===== config.mk =====
export PLATFORM = sky130hd
export DESIGN_NAME = csel_unit
export DESIGN_NICKNAME = d
export VERILOG_FILES = /design/src/rtl/csel_pkg.sv /design/src/rtl/csel_strap.sv /design/src/rtl/csel_regs.sv /design/src/rtl/csel_decode.sv /design/src/rtl/csel_cfgmux.sv /design/src/rtl/csel_unit.sv
export SDC_FILE = /design/constraint.sdc
export NUM_CORES = 1
export LEC_CHECK = 0
export BUFFER_PORTS_ARGS = -buffer_cell sky130_fd_sc_hd__buf_4
export CORE_UTILIZATION = 35
export CTS_BUF_LIST = sky130_fd_sc_hd__clkbuf_4 sky130_fd_sc_hd__clkbuf_8 sky130_fd_sc_hd__clkbuf_16
export CTS_CLUSTER_DIAMETER = 150
export DETAILED_ROUTE_END_ITERATION = 12
export GPL_TIMING_DRIVEN = 0
export PLACE_DENSITY_LB_ADDON = 0.25
export SKIP_LAST_GASP = 1
export SLEW_MARGIN = 20
export SYNTH_ARGS = -nofsm -noshare
export SYNTH_HDL_FRONTEND = slang
export SYNTH_HIERARCHICAL = 1
export SYNTH_SLANG_ARGS = --single-unit

===== constraint.sdc =====
create_clock -name clk -period 3.45 [get_ports clk]
set_clock_uncertainty 0.2 [all_clocks]
set_input_delay 0.5175 -clock clk [delete_from_list [all_inputs] [get_ports clk]]
set_output_delay 0.5175 -clock clk [all_outputs]
set_load 0.01 [all_outputs]

===== src/rtl/csel_pkg.sv =====
package csel_pkg;
  localparam int EXT_N     = 6;
  localparam int FLD_W     = 8;
  localparam int REGION_W  = 3;
  localparam int SEL_N     = 1 << REGION_W;
  localparam int CARD_N    = 2;
  localparam int CARD_BASE = 4;
  localparam int SRAM_IDX  = 6;
  localparam int ROM_IDX   = 7;

  localparam logic [1:0] W32 = 2'd0;
  localparam logic [1:0] W16 = 2'd1;
  localparam logic [1:0] W8  = 2'd2;

  typedef struct packed {
    logic       clk_en;
    logic       seq_en;
    logic [3:0] wait_c;
    logic [1:0] wcode;
  } sel_cfg_t;

  localparam sel_cfg_t FIX_SRAM = '{clk_en: 1'b0, seq_en: 1'b0, wait_c: 4'd0, wcode: 2'b00};
  localparam sel_cfg_t FIX_ROM  = '{clk_en: 1'b0, seq_en: 1'b0, wait_c: 4'd0, wcode: 2'b10};

  function automatic logic [1:0] boot_width(input logic [1:0] b);
    case (b)
      2'b01:   return W8;
      2'b10:   return W16;
      default: return W32;
    endcase
  endfunction

  function automatic logic [1:0] plain_width(input logic [1:0] c);
    case (c)
      2'b01:   return W16;
      2'b10:   return W8;
      default: return W32;
    endcase
  endfunction

  function automatic logic [1:0] mapped_width(input logic [1:0] c, input logic [1:0] b);
    logic [1:0] bw;
    bw = boot_width(b);
    if (bw == W32)              return plain_width(c);
    if (c == 2'b00)             return bw;
    if (plain_width(c) == bw)   return W32;
    return plain_width(c);
  endfunction
endpackage


===== src/rtl/csel_strap.sv =====
module csel_strap #(
  parameter int BOOT_W = 2
) (
  input  logic              clk,
  input  logic              por_n,
  input  logic [BOOT_W-1:0] strap,
  output logic [BOOT_W-1:0] boot_q
);
  always_ff @(posedge clk) begin
    if (!por_n) boot_q <= strap;
  end
endmodule


===== src/rtl/csel_regs.sv =====
module csel_regs
  import csel_pkg::*;
#(
  parameter int WORD_W = 32
) (
  input  logic                   clk,
  input  logic                   clr,
  input  logic                   we,
  input  logic                   sel,
  input  logic [WORD_W-1:0]      wdata,
  output logic [WORD_W-1:0]      rdata,
  output logic [EXT_N*FLD_W-1:0] fld_o
);
  localparam int BYTES_PER_WORD = WORD_W / FLD_W;
  localparam int SLOT_N         = 2 * BYTES_PER_WORD;

  logic [FLD_W-1:0]        fld_q [EXT_N];
  logic [SLOT_N*FLD_W-1:0] slots;

  always_ff @(posedge clk) begin
    for (int i = 0; i < EXT_N; i++) begin
      if (clr)
        fld_q[i] <= '0;
      else if (we && (sel == 1'(i / BYTES_PER_WORD)))
        fld_q[i] <= wdata[(i % BYTES_PER_WORD)*FLD_W +: FLD_W];
    end
  end

  generate
    for (genvar s = 0; s < SLOT_N; s++) begin : g_slot
      if (s < EXT_N) begin : g_prog
        assign slots[s*FLD_W +: FLD_W] = fld_q[s];
        assign fld_o[s*FLD_W +: FLD_W] = fld_q[s];
      end else if (s == SRAM_IDX) begin : g_sram
        assign slots[s*FLD_W +: FLD_W] = FIX_SRAM;
      end else begin : g_rom
        assign slots[s*FLD_W +: FLD_W] = FIX_ROM;
      end
    end
  endgenerate

  assign rdata = sel ? slots[2*WORD_W-1 -: WORD_W] : slots[WORD_W-1:0];
endmodule


===== src/rtl/csel_decode.sv =====
module csel_decode
  import csel_pkg::*;
(
  input  logic                bus_req,
  input  logic [REGION_W:0]   addr_hi,
  input  logic [CARD_N-1:0]   card_en,
  output logic                region_hit,
  output logic [REGION_W-1:0] region_idx,
  output logic [CARD_N-1:0]   card_owned,
  output logic [SEL_N-1:0]    cs_n,
  output logic [CARD_N-1:0]   card_req
);
  assign region_hit = bus_req && !addr_hi[REGION_W];
  assign region_idx = addr_hi[REGION_W-1:0];

  generate
    for (genvar k = 0; k < CARD_N; k++) begin : g_card
      assign card_owned[k] = region_hit && card_en[k] &&
                             (region_idx == REGION_W'(CARD_BASE + k));
      assign card_req[k]   = card_owned[k];
    end
    for (genvar s = 0; s < SEL_N; s++) begin : g_cs
      assign cs_n[s] = !(region_hit && (region_idx == REGION_W'(s)) && !(|card_owned));
    end
  endgenerate
endmodule


===== src/rtl/csel_cfgmux.sv =====
module csel_cfgmux
  import csel_pkg::*;
(
  input  logic                   region_hit,
  input  logic [REGION_W-1:0]    region_idx,
  input  logic                   card_any,
  input  logic [EXT_N*FLD_W-1:0] fld,
  input  logic [1:0]             boot,
  output sel_cfg_t               eff
);
  localparam logic [REGION_W-1:0] EXT_LIM = REGION_W'(EXT_N);
  localparam logic [REGION_W-1:0] SRAM_I  = REGION_W'(SRAM_IDX);

  sel_cfg_t raw;

  always_comb begin
    eff = '0;
    raw = '0;
    if (region_hit && !card_any) begin
      if (region_idx < EXT_LIM) begin
        raw       = fld[region_idx*FLD_W +: FLD_W];
        eff       = raw;
        eff.wcode = mapped_width(raw.wcode, boot);
      end else if (region_idx == SRAM_I) begin
        eff       = FIX_SRAM;
        eff.wcode = W32;
      end else begin
        eff       = FIX_ROM;
        eff.wcode = W8;
      end
    end
  end
endmodule


===== src/rtl/csel_unit.sv =====
module csel_unit
  import csel_pkg::*;
#(
  parameter int WORD_W = 32
) (
  input  logic              clk,
  input  logic              rst_n,
  input  logic              por_n,
  input  logic [1:0]        strap,
  input  logic              cfg_we,
  input  logic              cfg_sel,
  input  logic [WORD_W-1:0] cfg_wdata,
  output logic [WORD_W-1:0] cfg_rdata,
  input  logic [1:0]        card_en,
  input  logic              bus_req,
  input  logic [3:0]        bus_addr_hi,
  output logic [7:0]        cs_n,
  output logic [1:0]        card_req,
  output logic [3:0]        eff_wait,
  output logic [1:0]        eff_width,
  output logic              eff_clken,
  output logic              eff_seqen,
  output logic [1:0]        boot_bits
);
  logic                   sys_clr;
  logic                   region_hit;
  logic [REGION_W-1:0]    region_idx;
  logic [CARD_N-1:0]      card_owned;
  logic [EXT_N*FLD_W-1:0] fld;
  sel_cfg_t               eff;

  assign sys_clr = !rst_n || !por_n;

  csel_strap #(.BOOT_W(2)) u_strap (
    .clk    (clk),
    .por_n  (por_n),
    .strap  (strap),
    .boot_q (boot_bits)
  );

  csel_regs #(.WORD_W(WORD_W)) u_regs (
    .clk   (clk),
    .clr   (sys_clr),
    .we    (cfg_we),
    .sel   (cfg_sel),
    .wdata (cfg_wdata),
    .rdata (cfg_rdata),
    .fld_o (fld)
  );

  csel_decode u_dec (
    .bus_req    (bus_req),
    .addr_hi    (bus_addr_hi),
    .card_en    (card_en),
    .region_hit (region_hit),
    .region_idx (region_idx),
    .card_owned (card_owned),
    .cs_n       (cs_n),
    .card_req   (card_req)
  );

  csel_cfgmux u_mux (
    .region_hit (region_hit),
    .region_idx (region_idx),
    .card_any   (|card_owned),
    .fld        (fld),
    .boot       (boot_bits),
    .eff        (eff)
  );

  assign eff_wait  = eff.wait_c;
  assign eff_width = eff.wcode;
  assign eff_clken = eff.clk_en;
  assign eff_seqen = eff.seq_en;
endmodule


-- Yosys cells after proc, flatten, opt, wreduce, memory -nomap -nowiden
Memories as Yosys holds them, arrays and structs flattened.
Cells that the tools add are included.
- add/sub/neg operators: 0
- shift-type cells: 1
- multipliers: 0
- divide/modulo/power cells: 0
- bitwise gates (word level): 7
- order comparisons: 1
- reduce and logical (&&, ||, !) cells: 41
- mux-type cells: 44
- equal/unequal tests: 12
- operators by type and width (cell ; count):
    8-bit two-way mux ; 8
    48-bit by 7-bit variable part select with 8-bit output ; 1
    32-bit two-way mux ; 1
    2-bit two-way mux ; 13
    1-bit logical AND ; 24
    1-bit two-way mux ; 20
    3-bit == test, second input constant ; 4
    1-bit logical NOT ; 12
    2-bit case mux with 2 select lines ; 2
    3-bit by 2-bit == test with 1-bit output, second input constant ; 2
    1-bit OR ; 6
    2-bit by 1-bit == test with 1-bit output, second input constant ; 2
    2-bit == test, second input constant ; 2
    2-bit logical NOT ; 2
    3-bit by 1-bit == test with 1-bit output, second input constant ; 1
    3-bit logical NOT ; 1
    3-bit less-than comparator, second input constant ; 1
    2-bit == test ; 1
    2-bit OR reduction ; 1
    1-bit logical OR ; 1
    1-bit inverter ; 1
- RAM bits: 48
- register bits after elaboration: 2
- memories kept: 1
- logic and storage cells: 108
- memory bits (read-only): 0
- latch bits: 0
- memory list (memory ; depth ; bits a word ; read ports ; clocked after memory_dff ; write ports ; line ; text):
    u_regs.fld_q ; 6 ; 8 ; 6 ; 0 ; 6 ; csel_regs.sv:17 ; logic [FLD_W-1:0] fld_q [EXT_N];

-- Logic depth before layout (Yosys ltp)
- depth after elaboration: 30
- depth in mapped cells: 7

-- By module
The synthesis kept the hierarchy.
- modules (own cells, without submodules) (module ; sequential area each (µm²) ; times used ; cells each ; area an instance (µm²)):
    csel_regs ; 1441.4 ; 1 ; 159 ; 2152.1
    csel_cfgmux ; 0.0 ; 1 ; 59 ; 579.3
    csel_decode ; 0.0 ; 1 ; 21 ; 137.6
    csel_strap ; 60.1 ; 1 ; 3 ; 63.8
    csel_unit ; 0.0 ; 1 ; 2 ; 10.0

-- Least setup slack after synthesis
OpenSTA, ideal clock, no wires.
- path type: input port to output port
- start point: input bus_addr_hi[2]
- end point: output eff_width[0]
- buffers on the path: 0
- data arrival time: 1789 ps
- stages on the path: 6
- slack: 943 ps
- path through: and3b_2 and3_1 or2_1 nor2b_1 nand2_1 nor4_2
- elaborated cells on any way between the ends: 35
- classes of those cells: order compare (1); eq/ne (5); shift (1); mux (22); reduce/logical (6)
- RTL lines (element ; line ; text):
    from (decl) ; csel_unit.sv:16 ; input logic [3:0] bus_addr_hi,
    3-bit == test ; csel_decode.sv:19 ; (region_idx == REGION_W'(CARD_BASE + k));
    1-bit logical AND ; csel_decode.sv:18 ; assign card_owned[k] = region_hit && card_en[k] &&
    net card_owned[1] ; csel_unit.sv:28 ; logic [CARD_N-1:0] card_owned;
    2-bit OR reduction ; csel_unit.sv:65 ; .card_any (|card_owned),
    1-bit logical NOT ; csel_cfgmux.sv:19 ; if (region_hit && !card_any) begin
    1-bit logical AND ; csel_cfgmux.sv:19 ;
    8-bit two-way mux ; csel_cfgmux.sv:19 ;
    to (decl) ; csel_unit.sv:20 ; output logic [1:0] eff_width,
The timed path passes the listed nets, and every way through them passes these cells. The select of a mux whose other input is x is not followed.

-- Final worst setup path
Ends and elaborated chain as after synthesis.

==> results.py <==
metrics = {
    "clocking": {
        "hold_buffers": 0,
        "clk_path_buf_depth": 2,
        "cts-htree-levels": 2,
        "cts_resized": 0,
        "path_clk_slew_ps": 90,
        "cts_sinks": 50,
        "cts.repair_timing.setup_buffer_count": 0,
        "cts.root.buffer_cell": "sky130_fd_sc_hd__clkbuf_8",
        "cts_made_buffers": 5,
        "tritoncts": "done",
    },
    "yosys": {
        "synth_fp_nets": 292,
        "synth_area_leaders": "sky130_fd_sc_hd__edfxtp_1 (51%), sky130_fd_sc_hd__mux2_2 (7.3%), sky130_fd_sc_hd__nor2_1 (5.0%), sky130_fd_sc_hd__nand2b_1 (4.3%), sky130_fd_sc_hd__nor2b_1 (4.0%)",
        "synth_seq_cells": 50,
        "synthCells": 244,
        "post_synth_instance_area_mm2": 0.00294,
        "post-synth-top-area-cell": "sky130_fd_sc_hd__edfxtp_1",
        "synth.yosys.warnings": 6,
        "yosysSeqAreaShare_pct": 51.0,
        "syn_avg_cell_area_um2": 12.1,
        "synth.distinct_cells": 37,
        "synth.top_cell.area_share_pct": 51.0,
    },
    "routing": {
        "drt-met1-wl_um": 3100,
        "met2WireLength_um": 3550,
        "firstDrtPassIters": 6,
        "vias_per_cell": 4.81,
        "routed.top_layer": "met4",
        "wl_met3_um": 427,
        "post-route-drc-count": 0,
        "total_number_of_vias": 2185,
        "antenna_left": 0,
        "avgRoutedWirePerCell_um": 15.7,
        "drt-initial-drc-count": 121,
        "routed_wl_um": 7140,
    },
    "power_and_ir_drop": {
        "switching_power_w": 0.000350,
        "switching_share_of_total_power_pct": 25.9,
        "power.share.combinational_pct": 19.8,
        "cell_internal_pwr_w": 0.00100,
        "leak_pwr_nw": 1.70,
        "p_seq_share_pct": 54.1,
        "finalPower_w": 0.00135,
        "power_frac_clock_pct": 26.2,
        "max-vdd-ir-drop_uv": 220,
        "power_density_mw_per_mm2": 345,
    },
    "sta": {
        "final_setup_violating_endpoints": 0,
        "postLayoutSetupSlackWorst_ps": 518,
        "max-slew-margin-rel_pct": 49.2,
        "timing.final.hold_violations": 0,
        "worst_pin_slew_ps": 763,
        "final.min_clock_period_ps": 2930,
        "pins_over_their_slew_limit": 0,
        "hold_slack_ps": 190,
        "max_clock_freq_ghz": 0.341,
        "fin_tns_setup_ps": 0,
        "setup_repair_after_global_routing_missed_its_margin": "no",
        "fin_crit_sh_pct": 85.0,
    },
    "final_layout": {
        "multi_input_area_mm2": 0.00127,
        "layout_filler_cell_count": 782,
        "mostFrequentLayoutCells": "sky130_fd_sc_hd__buf_4 (103), sky130_fd_sc_hd__edfxtp_1 (50), sky130_fd_sc_hd__nor2_1 (39)",
        "area_delta_synth_final_pct": 32.8,
        "final_nets": 396,
        "post_route_cells_drive_above_1_share_pct": 44.4,
        "instances_no_fill": 454,
        "layout.area.seq_mm2": 0.00150,
        "layout_commonest_cell": "sky130_fd_sc_hd__buf_4",
        "antenna_cells_inserted": 0,
    },
    "die": {
        "top_level_ports": 98,
        "start_util_pct": 36.0,
        "core.rowCount": 33,
        "core_area_mm2": 0.00818,
        "die_area_mm2": 0.00878,
        "die_width_um": 93.7,
        "die_y_um": 93.7,
    },
    "critical_path": {
        "category_of_the_worst_setup_path_capture_point": "primary output",
        "critPathArrivalTime_ps": 2210,
        "cp.required_ps": 2730,
        "path_class": "in -> out",
        "timing.critical_path.from_type": "input pin",
        "worstPathMaxFanout": 7,
    },
    "global_route": {
        "first_pass_grt_wire_length_um": 10800,
        "global_routing_usage_summed_across_all_routing_layers_pct": 16.3,
        "grt_max_degree": 25,
        "grt.overflow.total": 0,
        "first_global_vias": 2162,
        "antenna_found_initial": 0,
    },
    "min_path": {
        "worstHoldPathCells": 1,
        "worst_hold_path_type": "in -> reg",
    },
    "placed_design": {
        "dp_worst_setup_slack_ps": 518,
        "dp.cells": 446,
        "port-buffer-count": 96,
        "routabilityCongestion": 0.819,
        "place.detailed.hpwl_um": 5560,
    },
    "flow_run": {
        "max_cap_viol_count": 0,
    },
    "run_status": {
        "result_of_the_run": "finished clean",
    },
}
layout make-up:
type	count	area share, %
clock buffers	5	1.76
multi-input cells	169	32.6
repair buffers	97	19.0
plain buffers	20	3.87
clock inverters	3	0.576
inverters	5	0.480
flip-flops and latches	50	38.4
well taps	105	3.36
synth_stat cells:
cell type,instances
sky130_fd_sc_hd__nor3b_4,1
sky130_fd_sc_hd__a22oi_2,1
sky130_fd_sc_hd__and2b_2,1
sky130_fd_sc_hd__buf_6,6
sky130_fd_sc_hd__nand2b_1,20
sky130_fd_sc_hd__mux2i_1,6
sky130_fd_sc_hd__buf_2,4
sky130_fd_sc_hd__and3b_2,1
sky130_fd_sc_hd__and3_1,2
sky130_fd_sc_hd__a211oi_1,7
sky130_fd_sc_hd__nand3_1,3
sky130_fd_sc_hd__mux2_2,19
sky130_fd_sc_hd__mux4_2,2
sky130_fd_sc_hd__a2111oi_1,1
sky130_fd_sc_hd__buf_4,7
sky130_fd_sc_hd__nor4_2,1
sky130_fd_sc_hd__nand2_1,10
sky130_fd_sc_hd__nor3b_2,1
sky130_fd_sc_hd__edfxtp_1,50
sky130_fd_sc_hd__o2111ai_1,1
sky130_fd_sc_hd__nor2b_1,19
sky130_fd_sc_hd__nor2_1,39
sky130_fd_sc_hd__or2_1,1
sky130_fd_sc_hd__mux4_1,4
sky130_fd_sc_hd__nor3_1,1
sky130_fd_sc_hd__or2_2,1
sky130_fd_sc_hd__a32oi_2,1
sky130_fd_sc_hd__inv_1,5
sky130_fd_sc_hd__nand3b_1,2
sky130_fd_sc_hd__clkbuf_1,3
sky130_fd_sc_hd__nor2_4,1
sky130_fd_sc_hd__mux2_4,2
sky130_fd_sc_hd__o211a_1,1
sky130_fd_sc_hd__mux2_1,1
sky130_fd_sc_hd__and4_1,1
sky130_fd_sc_hd__ha_1,2
sky130_fd_sc_hd__and2_1,16
stage by stage:
stage / instance area, µm² / utilization [%]
final: 3910 / 47.8
after detailed placement: 3820 / 46.7
after CTS: 3910 / 47.8
after global placement: 3790 / 46.4
after global routing: 3910 / 47.8
after floorplan: 2940 / -
kinds of logic (layout without fill, tap and decap cells):
kind of cell | count (synthesis) | after routing | share of synthesized area [%]
AND/OR/NAND/NOR | 121 | 121 | 22.8
flip-flops | 50 | 50 | 51.0
multiplexers | 34 | 34 | 15.8
buffers and inverters | 25 | 130 | 5.78
AO/OA/AOI/OAI | 12 | 12 | 3.74
adder cells (fa/ha/maj) | 2 | 2 | 0.850
routing by layer:
layer,track usage (%),up-vias
li1,-,1067
met4,3.85,0
met3,2.51,4
met1,21.2,1048
met5,0,-
met2,28.2,66
critical path, cell delays in order:
cell and delay, ps:
sky130_fd_sc_hd__buf_4 120, sky130_fd_sc_hd__and3b_2 240, sky130_fd_sc_hd__and3_1 180, sky130_fd_sc_hd__or2_1 220, sky130_fd_sc_hd__nor2b_1 190, sky130_fd_sc_hd__nand2_1 220
sky130_fd_sc_hd__nor4_2 340, sky130_fd_sc_hd__buf_4 170
power by group through the flow:
| stage | clock [W] | combinational, W | sequential, W |
|---|---|---|---|
| global placement | 0 | 0.000264 | 0.000743 |
| detailed placement | 0 | 0.000269 | 0.000744 |
| global route | 0.000377 | 0.000289 | 0.000735 |
| finish | 0.000353 | 0.000267 | 0.000730 |
| CTS | 0.000359 | 0.000270 | 0.000730 |
| floorplan | 0 | 0.000146 | 0.000734 |
final timing paths:
| check | from | to | slack, ps |
|---|---|---|---|
| worst max-delay path | bus_addr_hi[2] | eff_width[0] | 520 |
| worst min-delay path | strap[1] | u_strap/boot_q[1] | 190 |
sequential cells by signal, indices dropped and copies added (netlist names):
signal / count
u_regs/fld_q: 48
u_strap/boot_q: 2
No activity file was read; power rests on OpenSTA's default activity.
